File: config.mk
export PLATFORM = sky130hd
export DESIGN_NAME = irq_arbiter_top
export DESIGN_NICKNAME = d
export VERILOG_FILES = /design/src/rtl/irq_arb_pkg.sv /design/src/rtl/irq_gate.sv /design/src/rtl/irq_prio_enc.sv /design/src/rtl/irq_latch.sv /design/src/rtl/irq_arbiter_top.sv
export SDC_FILE = /design/constraint.sdc
export NUM_CORES = 1
export LEC_CHECK = 0
export BUFFER_PORTS_ARGS = -buffer_cell sky130_fd_sc_hd__buf_2
export CAP_MARGIN = 20
export CORE_MARGIN = 2
export CORE_UTILIZATION = 25
export CTS_CLUSTER_DIAMETER = 120
export DETAILED_ROUTE_END_ITERATION = 10
export RECOVER_POWER = 50
export SYNTH_ARGS = -nofsm -noshare
export SYNTH_HDL_FRONTEND = slang
export SYNTH_HIERARCHICAL = 1
export SYNTH_SLANG_ARGS = --single-unit
File: constraint.sdc
create_clock -name clk -period 6.95 [get_ports clk]
set_input_delay 0.695 -clock clk [delete_from_list [all_inputs] [get_ports clk]]
set_output_delay 0.695 -clock clk [all_outputs]
set_load 0.01 [all_outputs]
File: src/rtl/irq_arb_pkg.sv
package irq_arb_pkg;
  typedef enum logic [1:0] {
    DEC_NONE  = 2'd0,
    DEC_TAKE  = 2'd1,
    DEC_FETCH = 2'd2
  } arb_dec_e;
endpackage

File: src/rtl/irq_gate.sv
module irq_gate #(
  parameter int NUM_SRC = 8
) (
  input  logic [NUM_SRC-1:0] req_i,
  input  logic [NUM_SRC-1:0] en_i,
  output logic [NUM_SRC-1:0] pend_o,
  output logic               any_o
);
  genvar g;
  generate
    for (g = 0; g < NUM_SRC; g++) begin : g_src
      assign pend_o[g] = req_i[g] & en_i[g];
    end
  endgenerate
  assign any_o = |pend_o;
endmodule

File: src/rtl/irq_prio_enc.sv
module irq_prio_enc #(
  parameter int NUM_SRC = 8,
  localparam int IDX_W = (NUM_SRC > 1) ? $clog2(NUM_SRC) : 1
) (
  input  logic [NUM_SRC-1:0] vec_i,
  output logic [IDX_W-1:0]   idx_o
);
  // Scan from the top so the lowest set bit is the last one written.
  always_comb begin
    idx_o = '0;
    for (int i = NUM_SRC - 1; i >= 0; i--) begin
      if (vec_i[i]) idx_o = IDX_W'(i);
    end
  end
endmodule

File: src/rtl/irq_latch.sv
module irq_latch
  import irq_arb_pkg::*;
#(
  parameter int IDX_W = 3
) (
  input  logic             clk,
  input  logic             rst,
  input  logic             boundary_i,
  input  logic             any_i,
  input  logic [IDX_W-1:0] win_i,
  input  logic             ack_i,
  input  logic             mset_i,
  input  logic             mclr_i,
  output logic             take_o,
  output logic             fetch_o,
  output logic [IDX_W-1:0] idx_o,
  output logic             vld_o,
  output logic             mask_o
);
  logic             mask_q, vld_q, take_q, fetch_q;
  logic [IDX_W-1:0] idx_q;
  arb_dec_e         dec;

  always_comb begin
    dec = DEC_NONE;
    if (boundary_i) begin
      if (!mask_q && !vld_q && any_i && !ack_i) dec = DEC_TAKE;
      else                                       dec = DEC_FETCH;
    end
  end

  always_ff @(posedge clk) begin
    if (rst) begin
      mask_q  <= 1'b1;
      vld_q   <= 1'b0;
      idx_q   <= '0;
      take_q  <= 1'b0;
      fetch_q <= 1'b0;
    end else begin
      take_q  <= (dec == DEC_TAKE);
      fetch_q <= (dec == DEC_FETCH);
      if (dec == DEC_TAKE) begin
        vld_q  <= 1'b1;
        idx_q  <= win_i;
        mask_q <= 1'b1;
      end else begin
        if (ack_i || mclr_i) vld_q <= 1'b0;
        if (mset_i)          mask_q <= 1'b1;
        else if (mclr_i)     mask_q <= 1'b0;
      end
    end
  end

  assign take_o  = take_q;
  assign fetch_o = fetch_q;
  assign idx_o   = idx_q;
  assign vld_o   = vld_q;
  assign mask_o  = mask_q;


  take_on_boundary_chk: assert property (@(posedge clk) disable iff (rst)
    take_q |-> $past(boundary_i));

  take_unmasked_chk: assert property (@(posedge clk) disable iff (rst)
    $rose(take_q) |-> $past(!mask_q && any_i));

  no_preempt_chk: assert property (@(posedge clk) disable iff (rst)
    (vld_q && !ack_i && !mclr_i) |=> (vld_q && $stable(idx_q) && !take_q));

  take_sets_mask_chk: assert property (@(posedge clk) disable iff (rst)
    take_q |-> mask_q);

  ack_clears_chk: assert property (@(posedge clk) disable iff (rst)
    ack_i |=> !vld_q);

  strobe_excl_chk: assert property (@(posedge clk) disable iff (rst)
    $onehot0({take_q, fetch_q}));
endmodule

File: src/rtl/irq_arbiter_top.sv
module irq_arbiter_top #(
  parameter int NUM_SRC = 8,
  localparam int IDX_W = (NUM_SRC > 1) ? $clog2(NUM_SRC) : 1
) (
  input  logic               clk,
  input  logic               rst,
  input  logic [NUM_SRC-1:0] req_i,
  input  logic [NUM_SRC-1:0] en_i,
  input  logic               insn_done_i,
  input  logic               svc_ack_i,
  input  logic               mask_set_i,
  input  logic               mask_clr_i,
  output logic               take_o,
  output logic               fetch_o,
  output logic [IDX_W-1:0]   src_idx_o,
  output logic               src_vld_o,
  output logic               mask_o
);
  logic [NUM_SRC-1:0] pend;
  logic               any_pend;
  logic [IDX_W-1:0]   win;

  irq_gate #(.NUM_SRC(NUM_SRC)) gate_i (
    .req_i (req_i),
    .en_i  (en_i),
    .pend_o(pend),
    .any_o (any_pend)
  );

  irq_prio_enc #(.NUM_SRC(NUM_SRC)) enc_i (
    .vec_i(pend),
    .idx_o(win)
  );

  irq_latch #(.IDX_W(IDX_W)) latch_i (
    .clk       (clk),
    .rst       (rst),
    .boundary_i(insn_done_i),
    .any_i     (any_pend),
    .win_i     (win),
    .ack_i     (svc_ack_i),
    .mset_i    (mask_set_i),
    .mclr_i    (mask_clr_i),
    .take_o    (take_o),
    .fetch_o   (fetch_o),
    .idx_o     (src_idx_o),
    .vld_o     (src_vld_o),
    .mask_o    (mask_o)
  );


  reset_state_chk: assert property (@(posedge clk)
    $past(rst) |-> (!src_vld_o && !take_o && !fetch_o && mask_o));
endmodule

==> impl_metrics.env <==
export IMPL_diodes=0
export IMPL_status="finished clean"
export IMPL_floorplan_rows=15
export IMPL_rsz0062_at_grt="false"
export IMPL_chipWidth_um=45.9
export IMPL_reg2reg_slack_ns=5.72
export IMPL_clk_pin_slew_worst_paths_ns=0.06
export IMPL_hold_buffers=0
export IMPL_r2r_end="latch_i/mask_o$_SDFFE_PP1P_"
export IMPL_ctsLongestPathBuffers=2
export IMPL_power_leakage_nw=0.259
export IMPL_peakVddDrop_mv=0.0706
export IMPL_numCtsBuffers=3
export IMPL_clock_latency_ns=0.25
export IMPL_maxCapViolations=0
export IMPL_wl_per_cell_um=10.7
export IMPL_cts_setup_buffers=0
export IMPL_crit_type="input port to flop"
export IMPL_viasPerCell=4.59
export IMPL_drtIter0Drc=2
export IMPL_syn_area_um2=439
export IMPL_reg2regPathDepth=3
export IMPL_p_per_area_nw_per_um2=162
export IMPL_gp_congestion=0.765
export IMPL_overflow=0
export IMPL_critPathRequiredTime_ns=7.07
export IMPL_critPathArrivalTime_ns=2.77
export IMPL_post_route_min_period_ns=2.64
export IMPL_core_area_um2=1690
export IMPL_async_flop_share_pct=0
export IMPL_cp_start_kind="input port"
export IMPL_hpwlAfterDp_um=839
export IMPL_firstDrtPassIters=2
export IMPL_routed_wirelength_um=1050
export IMPL_synth_cells=50
export IMPL_die_h_um=45.9
export IMPL_drive_above_1_share_pct=39.5
export IMPL_relSlewSlack_pct=77.1
export IMPL_hold_class="flop to flop"
export IMPL_synth_warnings=6
export IMPL_placed_cell_area_um2=597
export IMPL_cts_root_buffer="clkbuf_4"
export IMPL_fmax_ghz=0.378
export IMPL_clock_sinks=7
export IMPL_crit_fanout=6
export IMPL_grt_util_all_layers_pct=10.1
export IMPL_seq_area_um2=140
export IMPL_area_growth_pct=39.9
export IMPL_syn_area_per_cell_um2=8.78
export IMPL_worstHoldStart="latch_i/idx_o[1]$_SDFFE_PP0N_"
export IMPL_period_share_pct=38.0
export IMPL_cts_tree="built"
export IMPL_seq_area_frac_synth_pct=31.9
export IMPL_num_fill_cells=199
export IMPL_cts_resized=0
export IMPL_ctsHtreeMaxLevel=1
export IMPL_vias=450
export IMPL_finalSetupViolations=0
export IMPL_initial_utilization_pct=26.0
export IMPL_route_detailed_drc=0
export IMPL_synth_ff_type="dfxtp_1"
export IMPL_antenna_found_initial=0
export IMPL_pin_count=29
export IMPL_io_buffers=28
export IMPL_ys_ff_latch=7
export IMPL_multiInputGateArea_um2=288
export IMPL_final_nets=104
export IMPL_crit_reg2reg_launch="latch_i/vld_o$_SDFFE_PP0P_"
export IMPL_grt_first_pass_wirelength_um=1450
export IMPL_drtAntennaViolNets=0
export IMPL_hold_end="latch_i/idx_o[1]$_SDFFE_PP0N_"
export IMPL_holdPathStages=2
export IMPL_final_max_slew_viol_count=0
export IMPL_syn_num_nets=72
export IMPL_fin_area_um2=614
export IMPL_end_kind="flop"
export IMPL_fp_dieArea_um2=2110
export IMPL_ys_types=23
export IMPL_fin_tns_setup_ns=0
export IMPL_synth_edf_count=0
export IMPL_grt_pass1_vias=375
export IMPL_worst_pin_slew_ns=0.342
export IMPL_final_hold_viol_count=0
export IMPL_grt_max_degree=11
export IMPL_clock_skew_ns=0.00360
## placed cells by master (no fill, tap or decap), types with 2 or more instances in the layout
cell type   n
nand2_1     2
clkbuf_4    3
clkbuf_1    8
nor3b_1     2
o21ai_0     3
buf_2      21
and2_1      7
a21oi_1     3
nor2_1      3
dfxtp_1     7
and2_4      2
nand4b_1    3
or4_1       2
inv_1       2
nand2b_1    3
## Yosys cell counts (2+ instances only)
cell type,number,area [µm²]
nand2_1,2,7.51
a21oi_1,3,15.0
or4_1,2,15.0
o21ai_0,3,15.0
inv_1,2,7.51
dfxtp_1,7,140
nor3b_1,2,15.0
nand4b_1,3,26.3
nand2b_1,3,18.8
and2_1,7,43.8
and2_4,2,17.5
nor2_1,3,11.3
## worst max path at each step
stage | start | end | slack, ns | depth (start not counted)
after floorplan | req_i[0] | latch_i/mask_o$_SDFFE_PP1P_ | 4.20 | 6
after global placement | req_i[0] | latch_i/mask_o$_SDFFE_PP1P_ | 4.06 | 7
after detailed placement | req_i[0] | latch_i/mask_o$_SDFFE_PP1P_ | 4.06 | 7
after CTS | req_i[0] | latch_i/mask_o$_SDFFE_PP1P_ | 4.32 | 7
after global routing | req_i[0] | latch_i/mask_o$_SDFFE_PP1P_ | 4.24 | 7
final | req_i[0] | latch_i/mask_o$_SDFFE_PP1P_ | 4.31 | 7
## metrics by stage
step	setup WS, ns	util, %	total power, W	instances	hold slack (ns)
after floorplan	4.20	-	0.0000546	50	0.493
after global placement	4.06	35.3	0.0000630	94	0.486
after detailed placement	4.06	35.3	0.0000632	94	0.468
after CTS	4.32	36.9	0.000102	98	0.487
after global routing	4.24	36.4	0.000105	98	0.515
final	4.31	36.4	0.0000994	98	0.482
## logic make-up (layout without fill, tap and decap cells)
logic type,Yosys count,count (layout),share of synthesized area (%)
AND/OR/NAND/NOR,31,31,51.0
AO/OA/AOI/OAI,9,9,14.5
flip-flops,7,7,31.9
buffers and inverters,3,34,2.56
## critical path, stage by stage
cell and delay (ns):
buf_2 0.09, and2_1 0.21, or4_1 0.50, or4_1 0.47
nor4b_4 0.16, and2_4 0.17, or4_4 0.46
## cell type report
class,count,share of cell area (%)
Clock buffer,4,4.28
Inverter,2,1.22
Multi-Input combinational cell,40,46.8
Sequential cell,7,22.8
Tap cell,17,3.46
Timing Repair Buffer,28,21.4
## layer usage
metal | GRT usage (%) | part of all wire [%] | vias to the layer above
met4 | 8.57 | 0.48 | 0
met2 | 14.7 | 47 | 19
li1 | - | - | 244
met5 | 0 | 0 | -
met3 | 3.57 | 9.9 | 2
met1 | 11.6 | 43 | 185
## power breakdown
part	switching (W)	total [W]	internal [W]
Sequential	0.000000646	0.0000418	0.0000412
Clock	0.0000155	0.0000374	0.0000219
Combinational	0.00000903	0.0000201	0.0000111
Total	0.0000251	0.0000994	0.0000742
## state kept, by name, summed over array words and instances (netlist names)
register	cells
latch_i/vld_o	1
latch_i/idx_o	3
latch_i/mask_o	1
latch_i/take_o	1
latch_i/fetch_o	1
(Power assumes the default switching activity.)
